$ cat config.mk
export PLATFORM = sky130hd
export DESIGN_NAME = xtnd_exec_unit
export DESIGN_NICKNAME = d
export VERILOG_FILES = /design/src/rtl/xtnd_pkg.sv /design/src/rtl/xtnd_decode.sv /design/src/rtl/xtnd_cond.sv /design/src/rtl/xtnd_datapath.sv /design/src/rtl/xtnd_exec_unit.sv
export SDC_FILE = /design/constraint.sdc
export NUM_CORES = 1
export LEC_CHECK = 0
export ABC_AREA = 1
export ABC_CLOCK_PERIOD_IN_PS = 3850
export BUFFER_PORTS_ARGS = -buffer_cell sky130_fd_sc_hd__buf_4
export CORE_MARGIN = 1.5
export CORE_UTILIZATION = 35
export DETAILED_ROUTE_END_ITERATION = 12
export PLACE_DENSITY = 0.65
export SETUP_SLACK_MARGIN = 0.3
export SLEW_MARGIN = 20
export SYNTH_ARGS = -nofsm -noshare
export SYNTH_HDL_FRONTEND = slang
export SYNTH_HIERARCHICAL = 1
export SYNTH_SLANG_ARGS = --single-unit
$ cat constraint.sdc
create_clock -name clk -period 3.85 [get_ports clk]
set_clock_uncertainty 0.1 [all_clocks]
set_input_delay 0.385 -clock clk [delete_from_list [all_inputs] [get_ports clk]]
set_output_delay 0.385 -clock clk [all_outputs]
set_load 0.1 [all_outputs]
$ cat src/rtl/xtnd_pkg.sv
package xtnd_pkg;
    localparam int XW     = 32;
    localparam int IDX_W  = 4;
    localparam int LANE_W = 8;
    localparam int ROT_N  = 4;
    localparam int ROT_W  = $clog2(ROT_N);

    typedef struct packed {
        logic             match;
        logic             zext;
        logic             half;
        logic             plain;
        logic             unpred;
        logic [3:0]       cond;
        logic [IDX_W-1:0] rd;
        logic [ROT_W-1:0] rot;
    } dec_t;

    typedef struct packed {
        logic             vld;
        logic             wr;
        logic             unp;
        logic             nm;
        logic [IDX_W-1:0] rd;
        logic [XW-1:0]    res;
    } stage_t;
endpackage

$ cat src/rtl/xtnd_decode.sv
module xtnd_decode
    import xtnd_pkg::*;
(
    input  logic [XW-1:0] insn,
    output dec_t          dec
);
    localparam logic [4:0] MAJOR = 5'b01101;
    localparam logic [5:0] MINOR = 6'b000111;
    localparam logic [IDX_W-1:0] PC_IDX = '1;

    logic [1:0] size_f;
    logic [IDX_W-1:0] rn_f, rm_f;

    always_comb begin
        size_f     = insn[21:20];
        rn_f       = insn[19:16];
        rm_f       = insn[3:0];
        dec.cond   = insn[31:28];
        dec.rd     = insn[15:12];
        dec.rot    = insn[11:10];
        dec.zext   = insn[22];
        dec.half   = size_f[0];
        dec.plain  = (rn_f == PC_IDX);
        dec.match  = (insn[27:23] == MAJOR) && (insn[9:4] == MINOR) &&
                     size_f[1] && (dec.cond != 4'hF);
        dec.unpred = (dec.rd == PC_IDX) || (rm_f == PC_IDX);
    end
endmodule

$ cat src/rtl/xtnd_cond.sv
module xtnd_cond (
    input  logic [3:0] cond,
    input  logic [3:0] nzcv,
    output logic       pass
);
    logic n, z, c, v, base;

    always_comb begin
        {n, z, c, v} = nzcv;
        unique case (cond[3:1])
            3'd0: base = z;
            3'd1: base = c;
            3'd2: base = n;
            3'd3: base = v;
            3'd4: base = c & ~z;
            3'd5: base = (n == v);
            3'd6: base = ~z & (n == v);
            default: base = 1'b1;
        endcase
        pass = (cond[3:1] == 3'd7) ? 1'b1 : (base ^ cond[0]);
    end
endmodule

$ cat src/rtl/xtnd_datapath.sv
module xtnd_datapath
    import xtnd_pkg::*;
(
    input  logic [XW-1:0]    rm_val,
    input  logic [XW-1:0]    rn_val,
    input  logic [ROT_W-1:0] rot,
    input  logic             half,
    input  logic             zext,
    input  logic             plain,
    output logic [XW-1:0]    res
);
    localparam int HALF_W = 2 * LANE_W;

    logic [XW-1:0] taps [ROT_N];
    logic [XW-1:0] rotated, ext, addend;

    for (genvar k = 0; k < ROT_N; k++) begin : g_tap
        if (k == 0) begin : g_id
            assign taps[k] = rm_val;
        end else begin : g_rr
            assign taps[k] = {rm_val[k*LANE_W-1:0], rm_val[XW-1:k*LANE_W]};
        end
    end

    always_comb begin
        rotated = taps[rot];
        if (half)
            ext = {{(XW-HALF_W){~zext & rotated[HALF_W-1]}}, rotated[HALF_W-1:0]};
        else
            ext = {{(XW-LANE_W){~zext & rotated[LANE_W-1]}}, rotated[LANE_W-1:0]};
        addend = plain ? '0 : rn_val;
        res    = addend + ext;
    end
endmodule

$ cat src/rtl/xtnd_exec_unit.sv
module xtnd_exec_unit
    import xtnd_pkg::*;
(
    input  logic        clk,
    input  logic        rst_n,
    input  logic        in_valid,
    input  logic [31:0] insn,
    input  logic [31:0] rn_val,
    input  logic [31:0] rm_val,
    input  logic [3:0]  flags_nzcv,
    output logic        out_valid,
    output logic        wr_en,
    output logic [3:0]  rd_idx,
    output logic [31:0] result,
    output logic        unpred,
    output logic        no_match
);
    dec_t          dec;
    logic          cpass;
    logic [XW-1:0] dp_res;
    stage_t        st_d, st_q;

    xtnd_decode u_dec (.insn(insn), .dec(dec));

    xtnd_cond u_cond (.cond(dec.cond), .nzcv(flags_nzcv), .pass(cpass));

    xtnd_datapath u_dp (
        .rm_val(rm_val), .rn_val(rn_val), .rot(dec.rot), .half(dec.half),
        .zext(dec.zext), .plain(dec.plain), .res(dp_res)
    );

    always_comb begin
        st_d     = st_q;
        st_d.vld = in_valid;
        st_d.wr  = in_valid & dec.match & cpass & ~dec.unpred;
        st_d.unp = in_valid & dec.match & dec.unpred;
        st_d.nm  = in_valid & ~dec.match;
        if (in_valid) begin
            st_d.rd  = dec.rd;
            st_d.res = dp_res;
        end
    end

    always_ff @(posedge clk) begin
        if (!rst_n) st_q <= '0;
        else        st_q <= st_d;
    end

    assign out_valid = st_q.vld;
    assign wr_en     = st_q.wr;
    assign rd_idx    = st_q.rd;
    assign result    = st_q.res;
    assign unpred    = st_q.unp;
    assign no_match  = st_q.nm;

    a_r9_strobe_follows_valid: assert property (@(posedge clk) disable iff (!rst_n)
        (wr_en || unpred || no_match) |-> out_valid);
    a_r9_valid_from_input: assert property (@(posedge clk) disable iff (!rst_n)
        out_valid |-> $past(in_valid));
    a_r7_unpred_blocks_write: assert property (@(posedge clk) disable iff (!rst_n)
        unpred |-> !wr_en);
    a_r1_nomatch_blocks_write: assert property (@(posedge clk) disable iff (!rst_n)
        no_match |-> (!wr_en && !unpred));
    a_r8_always_writes: assert property (@(posedge clk) disable iff (!rst_n)
        (in_valid && insn[31:28] == 4'hE && insn[27:23] == 5'b01101 &&
         insn[9:4] == 6'b000111 && insn[21] && insn[15:12] != 4'hF && insn[3:0] != 4'hF)
        |=> wr_en);
endmodule

==> flow_summary.toml <==
[synth]
ys.flop_type = "dfxtp_1"
synth_compound_area_share_pct = 11.4
synthDistinctLibCells = 38
synth_warnings = 6
synth_mux_area_share_pct = 0
avgSynthCellArea_um2 = 5.55
synth_area_mm2 = 0.00470
yosys.area_share.simple_pct = 43.4
synthArstFlopShare_pct = 0
synth_cells = 847
synth_top_family_by_area = "simple AND/OR/NAND/NOR gates"
syn_nets = 974
synth-seq-area-share_pct = 17.0
synth_xor_xnor_area_share_pct = 4.47
synth_edf_count = 0
synth-seq-cells = 40
synthAdderAreaFrac_pct = 6.55

[place]
place_area_mm2 = 0.00576
dpl.hpwl_um = 10400
gp_congestion = 0.937
portBuffers = 142
place_ws_ps = 311

[die]
std_cell_rows = 42
dieWidth_um = 119
dieArea_mm2 = 0.0141
start_util_pct = 35.6
die_h_um = 119
core_area_mm2 = 0.0132
pin_count = 143

[run_status]
outcome = "finished, final reports clean"

[critical_path]
end_kind = "flip-flop"
cp-start-kind = "primary input"
crit_end = "result[27]"
crit_fanout = 32
r2r_cells = 2
worstReg2RegEnd = "result[31]"
worstSetupStartpoint = "insn[10]"
r2r_setup_slack_ps = 3180
r2r_start = "result[31]"
worstPathArrival_ps = 3280
cp_data_required_time_ps = 3930
critical_path_class = "primary input to flip-flop"

[detailed_routing]
vias = 5142
drc = 0
top_layer_used = "met4"
m1WireLength_um = 6510
wl_met2_um = 5330
wl_um = 12700
antenna_left = 0
drtIter0Drc = 218
first_pass_iters = 4
wl_met3_um = 653
detail_route.vias_per_cell = 4.52
wl_per_cell_um = 11.2

[clock_tree]
ctsLongestPathBuffers = 2
cts_sinks = 40
cts_tree = "done"
cts_made_buffers = 5
h-tree-depth = 2
cts-root-buf = "clkbuf_16"
hold_buffers = 0
cts.clk_slew.worst_paths_ps = 60
clk_latency_ps = 280

[global_route]
antenna_found_initial = 0
grt_max_degree = 75
grt_pass1_wl_um = 21300
track_usage_pct = 18.0
grt_pass1_vias = 4589
grt_overflow = 0

[sta]
period_share_pct = 83.2
setup_slack_ps = 647
rsz0062_at_grt = "false"
fin_tns_setup_ps = 0
hold_viol = 0
slew_violations = 0
fmax_mhz = 312
period_minus_slack_ps = 3200
tightestPinTransition_ps = 700
max_slew_margin_pct = 53.4
final-setup-viol-count = 0

[final_layout]
nNetsFinal = 1089
mostFrequentLayoutCells = "210 x nand2_1, 176 x nor2_1, 146 x buf_4"
drive_above_1_share_pct = 19.9
diodes = 0
finish.instance_area_mm2 = 0.00591
mostFrequentLayoutCell = "nand2_1"
syn2layout_area_growth_pct = 25.8

[run]
cap_viol_max_count = 0

[power]
p_leak_nw = 3.44
vdd_drop_max_mv = 0.138
power.density_mw_per_mm2 = 346

[min_path]
holdCritPathClass = "primary input to flip-flop"
-- synth_stat cells (2+ instances only) --
cell,n,share of area [%]
a21oi_1,25,2.7
a31oi_1,2,0.27
buf_2,2,0.21
buf_4,15,2.4
buf_6,8,1.9
clkbuf_1,13,1.0
dfxtp_1,40,17
ha_1,23,6.1
inv_1,141,11
inv_2,4,0.32
nand2_1,210,17
nand2_2,11,1.5
nand2_4,2,0.48
nand3_1,39,4.2
nand3_2,8,1.7
nand3b_1,2,0.32
nand4_1,13,1.7
nand4_2,2,0.53
nor2_1,177,14
nor2_2,3,0.40
nor2_4,4,0.96
nor3_2,2,0.43
o21ai_0,55,5.9
o21ai_1,3,0.32
o21bai_1,2,0.32
o22ai_1,7,0.93
xnor2_1,8,1.5
xor2_1,16,3.0
-- per-layer routing --
layer  track usage (%)  vias up
met4              5.27        0
met5                 0        -
met2              28.4      136
met1              26.1     2174
met3              1.63       12
li1                  -     2820
-- critical path, stage by stage --
cell and delay, ps:
buf_4 120, buf_4 220, nand2_1 110, nand3_2 110, nand3_1 120, nand2_2 180
o21ai_0 200, inv_1 90, ha_1 380, a21oi_1 190, o21ai_0 130, a21oi_1 150
nand2_1 130, nand3_1 110, nand3_1 110, nand3b_1 140, nand2_1 60, nand2_1 60
nand2_1 60, inv_1 60, nand2_1 50, nand2_1 80, nor2_1 40
-- power by group --
part	total [mW]	switching, mW	internal (mW)
registers	0.479	0.0212	0.458
logic	1.14	0.786	0.356
clock network	0.427	0.155	0.272
total	2.05	0.962	1.09
-- worst min path at each step --
stage	to	startpoint	cells after the start
floorplan	unpred	insn[12]	4
global placement	result[14]	result[14]	2
detailed placement	rd_idx[2]	rd_idx[2]	2
CTS	rd_idx[3]	insn[15]	5
global route	rd_idx[3]	insn[15]	5
finish	rd_idx[3]	insn[15]	5
-- sequential cells by signal, summed over array words and instances (netlist names) --
signal	cells
wr_en	1
unpred	1
out_valid	1
no_match	1
result	32
rd_idx	4
-- cell families (layout without fill, tap and decap cells) --
family          after synthesis  after routing
xor+xnor                     24             24
fa+ha+maj                    24             24
compound gates              100            100
flops                        40             40
buf+inv                     183            298
simple gates                476            476
-- through the flow --
step	hold WS [ps]	instances	power [mW]	util, %
after floorplan	514	847	1.36	-
after global placement	360	1131	1.63	43.7
after detailed placement	365	1131	1.63	43.7
after CTS	296	1138	2.07	44.8
after global routing	329	1138	2.20	44.8
final	301	1138	2.05	44.8
-- timing repair --
item | 4_1_cts | 5_1_grt
setup endpoints to repair | 0 | 6
setup buffers | 0 | 0
gates resized for setup | 0 | 2
endpoints found under the hold margin | 0 | 0
-- area by class of cell --
class / count / area [um2]
Fill cell: 1486 / 7280
Multi-Input combinational cell: 624 / 3100
Timing Repair Buffer: 146 / 1100
Sequential cell: 40 / 801
Inverter: 145 / 547
Tap cell: 176 / 220
Clock buffer: 7 / 153
(Power assumes the default switching activity.)
